File: src/rtl/otp_secreg_pkg.sv
package otp_secreg_pkg;
  localparam logic [7:0] OP_LATCH_ON = 8'h06;
  localparam logic [7:0] OP_STATUS   = 8'h05;
  localparam logic [7:0] OP_PROGRAM  = 8'h9B;

  typedef enum logic [2:0] {
    CMD_NONE,
    CMD_LATCH,
    CMD_STAT,
    CMD_PROG,
    CMD_IGN
  } cmd_e;
endpackage

File: src/rtl/otp_spi_sync.sv
module otp_spi_sync #(
  parameter int STAGES = 2
) (
  input  logic clk,
  input  logic rst_n,
  input  logic sck_in,
  input  logic cs_n_in,
  input  logic si_in,
  output logic sck_rise,
  output logic sck_fall,
  output logic cs_fall,
  output logic cs_rise,
  output logic cs_act,
  output logic si_s
);
  localparam int TOP = STAGES - 1;

  logic [STAGES-1:0] sck_sr, cs_sr, si_sr;
  logic sck_d, cs_d;

  always_ff @(posedge clk or negedge rst_n) begin
    if (!rst_n) begin
      sck_sr <= '0;
      cs_sr  <= '1;
      si_sr  <= '0;
      sck_d  <= 1'b0;
      cs_d   <= 1'b1;
    end else begin
      sck_sr[0] <= sck_in;
      cs_sr[0]  <= cs_n_in;
      si_sr[0]  <= si_in;
      for (int i = 1; i < STAGES; i++) begin
        sck_sr[i] <= sck_sr[i-1];
        cs_sr[i]  <= cs_sr[i-1];
        si_sr[i]  <= si_sr[i-1];
      end
      sck_d <= sck_sr[TOP];
      cs_d  <= cs_sr[TOP];
    end
  end

  assign cs_act   = ~cs_sr[TOP];
  assign sck_rise = sck_sr[TOP] & ~sck_d & cs_act;
  assign sck_fall = ~sck_sr[TOP] & sck_d & cs_act;
  assign cs_fall  = ~cs_sr[TOP] & cs_d;
  assign cs_rise  = cs_sr[TOP] & ~cs_d;
  assign si_s     = si_sr[TOP];
endmodule

File: src/rtl/otp_cmd_shifter.sv
module otp_cmd_shifter (
  input  logic       clk,
  input  logic       rst_n,
  input  logic       sel_start,
  input  logic       bit_strobe,
  input  logic       bit_in,
  output logic       byte_valid,
  output logic [7:0] byte_data,
  output logic [2:0] byte_pos,
  output logic [2:0] byte_cnt,
  output logic [2:0] bit_phase
);
  logic [6:0] sr;

  always_ff @(posedge clk or negedge rst_n) begin
    if (!rst_n) begin
      sr         <= '0;
      bit_phase  <= '0;
      byte_cnt   <= '0;
      byte_pos   <= '0;
      byte_valid <= 1'b0;
      byte_data  <= '0;
    end else begin
      byte_valid <= 1'b0;
      if (sel_start) begin
        sr        <= '0;
        bit_phase <= '0;
        byte_cnt  <= '0;
      end else if (bit_strobe) begin
        sr        <= {sr[5:0], bit_in};
        bit_phase <= bit_phase + 3'd1;
        if (bit_phase == 3'd7) begin
          byte_valid <= 1'b1;
          byte_data  <= {sr, bit_in};
          byte_pos   <= byte_cnt;
          if (byte_cnt != 3'd7) byte_cnt <= byte_cnt + 3'd1;
        end
      end
    end
  end

  // the bit phase that judges framing moves only on a serial edge or a new select
  a_r7_phase_quiet: assert property (@(posedge clk) disable iff (!rst_n)
    (!bit_strobe && !sel_start) |=> $stable(bit_phase));
endmodule

File: src/rtl/otp_prog_engine.sv
module otp_prog_engine #(
  parameter int REGION_BYTES = 64,
  parameter int PROG_CYCLES  = 1000
) (
  input  logic                      clk,
  input  logic                      rst_n,
  input  logic                      start,
  input  logic [REGION_BYTES*8-1:0] stage_img,
  output logic                      busy,
  output logic                      locked,
  output logic [REGION_BYTES*8-1:0] region_img
);
  localparam int TMR_W = $clog2(PROG_CYCLES + 1);

  logic [TMR_W-1:0] timer;

  always_ff @(posedge clk or negedge rst_n) begin
    if (!rst_n) begin
      busy       <= 1'b0;
      locked     <= 1'b0;
      timer      <= '0;
      region_img <= '1;
    end else if (busy) begin
      if (timer == TMR_W'(1)) begin
        busy       <= 1'b0;
        region_img <= stage_img;
      end
      timer <= timer - TMR_W'(1);
    end else if (start && !locked) begin
      busy   <= 1'b1;
      locked <= 1'b1;
      timer  <= TMR_W'(PROG_CYCLES);
    end
  end

  // the one-time lock never clears
  a_r8_lock_sticky: assert property (@(posedge clk) disable iff (!rst_n)
    locked |=> locked);
  // a program cycle only runs against a locked region
  a_r5_busy_locked: assert property (@(posedge clk) disable iff (!rst_n)
    busy |-> locked);
  // outside a program cycle the region cannot change
  a_r5_region_frozen: assert property (@(posedge clk) disable iff (!rst_n)
    !busy |=> $stable(region_img));
endmodule

File: src/rtl/otp_secreg_ctrl.sv
module otp_secreg_ctrl
  import otp_secreg_pkg::*;
#(
  parameter int REGION_BYTES = 64,
  parameter int BUF_BYTES    = 256,
  parameter int PROG_CYCLES  = 1000,
  parameter int SYNC_STAGES  = 2
) (
  input  logic                            clk,
  input  logic                            rst_n,
  input  logic                            spi_sck,
  input  logic                            spi_cs_n,
  input  logic                            spi_si,
  output logic                            spi_so,
  output logic                            spi_so_oe,
  input  logic [$clog2(REGION_BYTES)-1:0] otp_rd_idx,
  output logic [7:0]                      otp_rd_data,
  input  logic [$clog2(BUF_BYTES)-1:0]    buf_rd_idx,
  output logic [7:0]                      buf_rd_data
);
  localparam int OFF_W = $clog2(REGION_BYTES);
  localparam int BUF_W = $clog2(BUF_BYTES);
  localparam int IMG_W = REGION_BYTES * 8;

  logic sck_rise, sck_fall, cs_fall, cs_rise, cs_act, si_s;
  logic       byte_valid;
  logic [7:0] byte_data;
  logic [2:0] byte_pos, byte_cnt, bit_phase;

  cmd_e             cmd_q;
  logic             wel;
  logic             busy, locked;
  logic             prog_start;
  logic [OFF_W-1:0] data_idx;
  logic [7:0]       buf_q [BUF_BYTES];
  logic [IMG_W-1:0] stage_img, region_img;
  logic             prog_admit, data_wr, frame_ok;
  logic [7:0]       status_byte;
  logic [6:0]       out_sr;
  logic [2:0]       out_idx;

  otp_spi_sync #(.STAGES(SYNC_STAGES)) u_sync (
    .clk(clk), .rst_n(rst_n), .sck_in(spi_sck), .cs_n_in(spi_cs_n), .si_in(spi_si),
    .sck_rise(sck_rise), .sck_fall(sck_fall), .cs_fall(cs_fall), .cs_rise(cs_rise),
    .cs_act(cs_act), .si_s(si_s)
  );

  otp_cmd_shifter u_shift (
    .clk(clk), .rst_n(rst_n), .sel_start(cs_fall), .bit_strobe(sck_rise), .bit_in(si_s),
    .byte_valid(byte_valid), .byte_data(byte_data), .byte_pos(byte_pos),
    .byte_cnt(byte_cnt), .bit_phase(bit_phase)
  );

  otp_prog_engine #(.REGION_BYTES(REGION_BYTES), .PROG_CYCLES(PROG_CYCLES)) u_engine (
    .clk(clk), .rst_n(rst_n), .start(prog_start), .stage_img(stage_img),
    .busy(busy), .locked(locked), .region_img(region_img)
  );

  assign prog_admit  = byte_valid && (byte_pos == 3'd0) && (byte_data == OP_PROGRAM)
                       && wel && !busy;
  assign data_wr     = byte_valid && (cmd_q == CMD_PROG) && (byte_pos >= 3'd4);
  assign frame_ok    = (bit_phase == 3'd0) && (byte_cnt >= 3'd5);
  assign status_byte = {6'b0, wel, busy};

  // command decode, address capture, latch and framing judgement
  always_ff @(posedge clk or negedge rst_n) begin
    if (!rst_n) begin
      cmd_q      <= CMD_NONE;
      wel        <= 1'b0;
      data_idx   <= '0;
      prog_start <= 1'b0;
    end else begin
      prog_start <= 1'b0;
      if (cs_fall) begin
        cmd_q <= CMD_NONE;
      end else if (byte_valid) begin
        if (byte_pos == 3'd0) begin
          if (byte_data == OP_LATCH_ON && !busy) cmd_q <= CMD_LATCH;
          else if (byte_data == OP_STATUS)       cmd_q <= CMD_STAT;
          else if (prog_admit)                   cmd_q <= CMD_PROG;
          else                                   cmd_q <= CMD_IGN;
        end else if (cmd_q == CMD_PROG) begin
          if (byte_pos == 3'd3)      data_idx <= byte_data[OFF_W-1:0];
          else if (byte_pos >= 3'd4) data_idx <= data_idx + OFF_W'(1);
        end
      end
      if (cs_rise) begin
        if (cmd_q == CMD_PROG) begin
          wel        <= 1'b0;
          prog_start <= frame_ok && !locked;
        end else if (cmd_q == CMD_LATCH && bit_phase == 3'd0) begin
          wel <= 1'b1;
        end
        cmd_q <= CMD_NONE;
      end
    end
  end

  // shared page buffer: refilled on an admitted program opcode, then staged
  always_ff @(posedge clk or negedge rst_n) begin
    if (!rst_n) begin
      for (int i = 0; i < BUF_BYTES; i++) buf_q[i] <= 8'hFF;
    end else if (prog_admit) begin
      for (int i = 0; i < BUF_BYTES; i++) buf_q[i] <= 8'hFF;
    end else if (data_wr) begin
      buf_q[BUF_W'(data_idx)] <= byte_data;
    end
  end

  genvar g;
  generate
    for (g = 0; g < REGION_BYTES; g++) begin : g_stage
      assign stage_img[g*8 +: 8] = buf_q[g];
    end
  endgenerate

  assign buf_rd_data = buf_q[buf_rd_idx];
  assign otp_rd_data = region_img[otp_rd_idx*8 +: 8];

  // status output, changed on the falling serial edge
  always_ff @(posedge clk or negedge rst_n) begin
    if (!rst_n) begin
      spi_so    <= 1'b0;
      spi_so_oe <= 1'b0;
      out_sr    <= '0;
      out_idx   <= '0;
    end else if (!cs_act) begin
      spi_so_oe <= 1'b0;
      out_idx   <= '0;
    end else if (sck_fall && cmd_q == CMD_STAT) begin
      spi_so_oe <= 1'b1;
      out_idx   <= out_idx + 3'd1;
      if (out_idx == 3'd0) begin
        spi_so <= status_byte[7];
        out_sr <= status_byte[6:0];
      end else begin
        spi_so <= out_sr[6];
        out_sr <= {out_sr[5:0], 1'b0};
      end
    end
  end

  // the output driver lets go one cycle after deselection
  a_r3_so_released: assert property (@(posedge clk) disable iff (!rst_n)
    !cs_act |=> !spi_so_oe);
  // no drive while a program command is being clocked in
  a_r12_quiet_in_prog: assert property (@(posedge clk) disable iff (!rst_n)
    (cmd_q == CMD_PROG) |-> !spi_so_oe);
  // the latch is already low when the program cycle begins
  a_r9_wel_low_at_start: assert property (@(posedge clk) disable iff (!rst_n)
    $rose(busy) |-> !wel);
  // the latch cannot be set during a program cycle
  a_r10_latch_held: assert property (@(posedge clk) disable iff (!rst_n)
    (busy && !wel) |=> !wel);
endmodule

File: config.mk
export PLATFORM = sky130hd
export DESIGN_NAME = otp_secreg_ctrl
export DESIGN_NICKNAME = d
export VERILOG_FILES = /design/src/rtl/otp_secreg_pkg.sv /design/src/rtl/otp_spi_sync.sv /design/src/rtl/otp_cmd_shifter.sv /design/src/rtl/otp_prog_engine.sv /design/src/rtl/otp_secreg_ctrl.sv
export SDC_FILE = /design/constraint.sdc
export NUM_CORES = 2
export LEC_CHECK = 0
export BUFFER_PORTS_ARGS = -buffer_cell sky130_fd_sc_hd__buf_4
export CAP_MARGIN = 20
export CORE_UTILIZATION = 65
export CTS_CLUSTER_DIAMETER = 80
export DETAILED_ROUTE_END_ITERATION = 6
export GPL_TIMING_DRIVEN = 1
export PLACE_DENSITY = 0.81
export SETUP_SLACK_MARGIN = 0.1
export SYNTH_ARGS = -nofsm -noshare
export SYNTH_HDL_FRONTEND = slang
export SYNTH_HIERARCHICAL = 1
export SYNTH_SLANG_ARGS = --single-unit
File: constraint.sdc
create_clock -name clk -period 8.2 [get_ports clk]
set_input_delay 2.05 -clock clk [delete_from_list [all_inputs] [get_ports clk]]
set_output_delay 2.05 -clock clk [all_outputs]
set_load 0.01 [all_outputs]
Word-level counts from Yosys, hierarchy flattened
Cells that the tools add are included.

storage, ports and cells
  word-level logic and storage cells = 394
  register bits = 2628
  bits of input ports = 19

operators by class
  $lt $le $gt $ge = 5
  reductions and logical operators = 36
  bitwise logic cells = 15
  add/sub/neg operators = 5
  multiplexer cells = 43
  shifts and indexed selects = 1
  equality and inequality tests = 10

operators by type and width
  kind                   number
  $mux 2048              2
  $bwmux 2048            1
  $shiftx 512x10->8      1
  $bmux 8 s8             1
  $demux 8 s8            1
  $mux 3                 15
  $mux 8                 3
  $mux 7                 3
  $mux 10                2
  $ge 9x9->1 const B     2
  $eq 8x3->1 const B     2
  $reduce_bool 2->1      8
  $logic_and 1x1->1      13
  $mux 1                 13
  $mux 6                 2
  $eq 10x1->1 const B    1
  $reduce_and 2->1       5
  $sub 10x1->10 const B  1
  $add 3x1->3 const B    3
  $eq 3x2->1 const B     3
  $logic_not 3->1        3
  $lt 9x1->1 const B     1
  $not 6->9              1
  $not 8->9              1
  other kinds (12)       27

Logic depth before layout (Yosys ltp)
  depth in word-level cells = 12
  depth in mapped cells = 10
  gate-level depth less buffers = 5

Hierarchy
The synthesis kept the hierarchy.

by module, submodules not included
  module           area an instance (µm²)  cells each  times used
  otp_secreg_ctrl  31402.6                 3030        1
  otp_prog_engine  22332.7                 1134        1
  otp_cmd_shifter  1091.0                  75          1
  otp_spi_sync     235.2                   13          1

Least setup slack after synthesis
No wires, ideal clock.

  kind = input to output
  start = in otp_rd_idx[0]
  end = out otp_rd_data[1]
  slack = 2.255 ns
  required time = 6.150 ns
  path buffers = 3
  cell stages on the path = 7
  arrival = 3.895 ns
  cells stage by stage = clkbuf_1 > buf_2 > buf_2 > mux4_2 > a22oi_1 > nand3_1 > o2bb2ai_1

on the way
  word-level cells in the longest chain between the ends = 1

RTL lines
  element            RTL line                text
  from (decl)        otp_secreg_ctrl.sv:16   input logic [$clog2(REGION_BYTES)-1:0] otp_rd_idx,
  $shiftx 512x10->8  otp_secreg_ctrl.sv:118  assign otp_rd_data = region_img[otp_rd_idx*8 +: 8];
  to (decl)          otp_secreg_ctrl.sv:17   output logic [7:0] otp_rd_data,

Every way passes these cells.

Worst setup path in the final report
  start = in buf_rd_idx[0]
  end = out buf_rd_data[0]

on the way
  word-level cells in the longest chain between the ends = 4

RTL lines
  element                                     RTL line                text
  from (decl)                                 otp_secreg_ctrl.sv:18   input logic [$clog2(BUF_BYTES)-1:0] buf_rd_idx,
  $not 8->9 (implied by the code)             otp_secreg_ctrl.sv:117  assign buf_rd_data = buf_q[buf_rd_idx];
  $bmux 8 s8                                  otp_secreg_ctrl.sv:117
  $mux 8 (implied by the code) (2 in series)  otp_secreg_ctrl.sv:117
  to (decl)                                   otp_secreg_ctrl.sv:19   output logic [7:0] buf_rd_data

Every way passes these cells. The select of a mux whose other input is x is not followed.

==> summary.md <==
| Metric | Value |
|---|---|
| Fmax | `138 MHz` |
| Cell with the most instances after synthesis | `dfstp_2` |
| CP cell instances | `clkbuf_8 -> buf_4 -> mux4_2 -> mux2_2 -> o22a_1 -> o211ai_1 -> o2111ai_1 -> buf_4` |
| Worst Path Max Fanout | `54` |
| WL per Instance | `27.6 µm` |
| Max Slew Vio Count | `0` |
| Final core occ | `between 70 and 80%` |
| Core area | `roughly 0.084 mm²` |
| Outcome | `finished with violations` |
| First-pass GRT wire length | `around 230000 µm` |
| Post-route DRC | `6` |
| Post-Syn Area | `roughly 0.055 mm²` |
| Die height | `293 µm` |
| RD Place Congestion | `0.944` |
| Post-route ant nets | `0` |
| Slowest CP cell | `clkbuf_8` |
| Post-synth top flop | `dfstp_2` |
| Hold_buf cts | `0` |
| Setup TNS | `0 ns` |
| DR pass1 iterations | `7` |
| Critical setup path kind | `input pin to output port` |
| Avg Vias per Cell | `6.74` |
| Synth Net Count | `4280` |
| CP max stage delay | `0.61 ns` |
| Top cell by count, worst path | `buf_4` |
| Worst-Margin Slew | `1.26 ns` |
| Max H-tree Level | `3` |
| Synth warn | `6` |
| Worst slew margin | `~16%` |
| Post-route clock period utilization | `about nine tenths` |
| Pwr Density | `188 mW/mm²` |
| Switching power | `0.00245 W` |
| Clock power frac | `between 40% and 50%` |
| Required time of the critical path | `6.15 ns` |
| DR iter-0 viols | `~4.2k` |
| Worst Path Buf+Inv | `3` |
| Bufs on Longest Clock Path | `3` |
| Critical path arrival | `5.20 ns` |
| Final worst path period need | `7.25 ns` |
| Top cell type's share of synthesized area | `49.1%` |
| Min-delay worst type | `register to register` |
| Critical path endpoint category | `output port` |
| Vias in the first global route | `between 30k and 40k` |
| # nets final | `approximately 4.2k` |
| DR vias | `36.1k` |
| RSZ-0062 raised after global routing | `false` |
| CP top delay family | `buffers and inverters` |
| CTS Buf Count | `110` |
| Grt total ovfl | `0` |
| Share of layout cells above drive strength 1 | `between 50% and 60%` |
| Seq pwr share | `48.8%` |
| Seq cells post-synth | `around 1.1k` |
| Synth cell types | `74` |
| # port buffers | `36` |
| Synth top cells by count | `dfstp_2 (1028), nor2_1 (548), mux2_4 (409), nand2_1 (385), a21oi_1 (257)` |
| Root Buffer | `clkbuf_16` |
| Logic pwr share | `3.6%` |
| Max_cap viols | `0` |
| Setup WS post-layout | `0.954 ns` |
| # rows | `106` |
| Die width | `roughly 290 µm` |
| Ant diodes | `0` |
| Seq/Total Area, Yosys | `52.0%` |
| Internal power | `0.00869 W` |
| Failing checks | `DRC` |
| Global-route usage over all layers | `35.0%` |
| Peak supply drop | `about 0.23 mV` |
| FFs w/ async S/R, synth | `100%` |
| Detailed placement HPWL | `91000 µm` |
| Initial core utilization | `between 60% and 70%` |
| Post-cts resize count | `0` |
| Number of synthesized flops with an enable pin | `0` |
| Drt total wl | `148000 µm` |
| Final Hold Slack | `0.351 ns` |
| Clock sinks | `roughly 1.1k` |
| Leakage | `roughly 25 nW` |
| Synth-to-Final Area Change | `7.55%` |
| Largest cells by area after synthesis | `dfstp_2 (49%), mux2_4 (11%), mux4_2 (10%), mux2_2 (3.8%), nor2_1 (3.7%)` |
| Final Setup Violations | `0` |
| Die Area | `roughly 0.086 mm²` |
| CTS tree | `done` |
| # Post-CTS Setup Buffers | `0` |
| Later-pin clock latency in the skew report | `0.69 ns` |
| Place WS | `roughly 1.1 ns` |
| Switching Fraction | `22.0%` |
| Largest net degree at the start of global routing | `177` |
| Final Hold Vio Count | `0` |
| Mean Syn Cell Area | `between 10 and 15 µm²` |
| Cells after Synth | `4252` |
| Tot Pwr | `0.0111 W` |
| Clock Skew | `between 0.02 and 0.025 ns` |
| Io pins | `37` |
| Clk slew on worst S/H paths | `approximately 0.06 ns` |
| CP Launch Type | `input pin` |
| Initial antenna violation count | `3` |
| Biggest area consumer among synthesized cells | `dfstp_2` |
sequential cells by signal, summed over array words and instances, names as in the netlist, 2 cells and up:
signal,cells
data_idx,6
u_shift/sr,7
u_sync/sck_sr,2
u_shift/byte_pos,3
u_sync/si_sr,2
buf_q,513
cmd_q,3
u_engine/region_img,512
u_shift/bit_phase,3
u_shift/byte_data,8
out_idx,3
u_shift/byte_cnt,3
u_sync/cs_sr,2
u_engine/timer,10
out_sr,7
cells in the final DEF (no fill, tap or decap), types with 10 or more instances in the layout:
master / synthesis / layout
a211oi_1: 12 / 12
nand2_1: 385 / 385
clkbuf_8: 0 / 25
clkbuf_16: 0 / 113
dfrtp_1: 65 / 57
inv_1: 11 / 11
clkbuf_1: 193 / 27
nand2b_1: 11 / 11
buf_12: 44 / 17
clkinv_2: 0 / 24
o211ai_1: 10 / 10
nand3_2: 80 / 80
mux2i_1: 79 / 79
a22oi_1: 13 / 13
buf_4: 6 / 114
o22ai_1: 37 / 37
nor2_1: 548 / 547
nor3_1: 48 / 46
a21oi_1: 257 / 257
nand3_1: 225 / 225
dfstp_2: 1028 / 1028
mux2_2: 187 / 187
o21ai_0: 34 / 34
nor4_1: 14 / 12
nor2b_1: 23 / 23
bufinv_16: 0 / 13
mux4_2: 253 / 253
mux2_4: 409 / 409
metal layers:
| layer | global-route usage [%] | vias to the layer above | part of all wire (%) |
|---|---|---|---|
| met2 | 53.5 | 2017 | 47 |
| li1 | - | 14900 | - |
| met5 | 0 | - | 0.022 |
| met3 | 8.24 | 400 | 10 |
| met4 | 15.6 | 4 | 4.4 |
| met1 | 48.0 | 18792 | 39 |
layout make-up:
cell class / instances / area (µm²)
fillers: 5357 / 24500
well taps: 1134 / 1420
multi-input cells: 2775 / 24000
clock inverters: 42 / 563
flip-flops and latches: 1093 / 28600
repair buffers: 137 / 1270
clock buffers: 164 / 3260
inverters: 12 / 45.0
through the flow:
stage / area (µm²) / cells
after detailed placement: 55400 / 5150
final: 59200 / 5357
after global placement: 55400 / 5150
after CTS: 59200 / 5356
after floorplan: 55100 / 4252
after global routing: 59200 / 5357
worst paths after layout:
kind,start,to,slack (ns),cells past startpoint
max reg2reg,u_shift/byte_data[3],buf_q[1569],4.33,7
max,buf_rd_idx[0],buf_rd_data[0],0.95,8
min in group asynchronous,rst_n,u_engine/region_img[239],1.91,1
min reg2reg,u_sync/si_sr[0],u_sync/si_sr[1],0.35,0
min,u_sync/si_sr[0],u_sync/si_sr[1],0.35,0
max in group asynchronous,rst_n,u_engine/region_img[474],5.26,2
power by group through the flow:
| stage | registers [W] | logic (W) | clock network [W] |
|---|---|---|---|
| after floorplan | 0.00551 | 0.000165 | 0 |
| after global placement | 0.00551 | 0.000394 | 0 |
| after detailed placement | 0.00551 | 0.000397 | 0 |
| after CTS | 0.00543 | 0.000399 | 0.00535 |
| after global routing | 0.00543 | 0.000427 | 0.00555 |
| final | 0.00543 | 0.000404 | 0.00530 |
cells by family (layout without fill, tap and decap cells):
group                      count (synthesis)  count (layout)  synth area share [%]
muxes                                    937             937                  26.9
adders and majority gates                  9               9                 0.205
AOI/OAI and AO/OA                        417             417                  4.38
xor gates and xnor gates                   4               4                0.0636
DFF                                     1093            1093                  52.0
buffers and inverters                    384             355                  4.46
and+or+nand+nor                         1408            1408                  11.9
No activity file was read; power rests on OpenSTA's default activity.
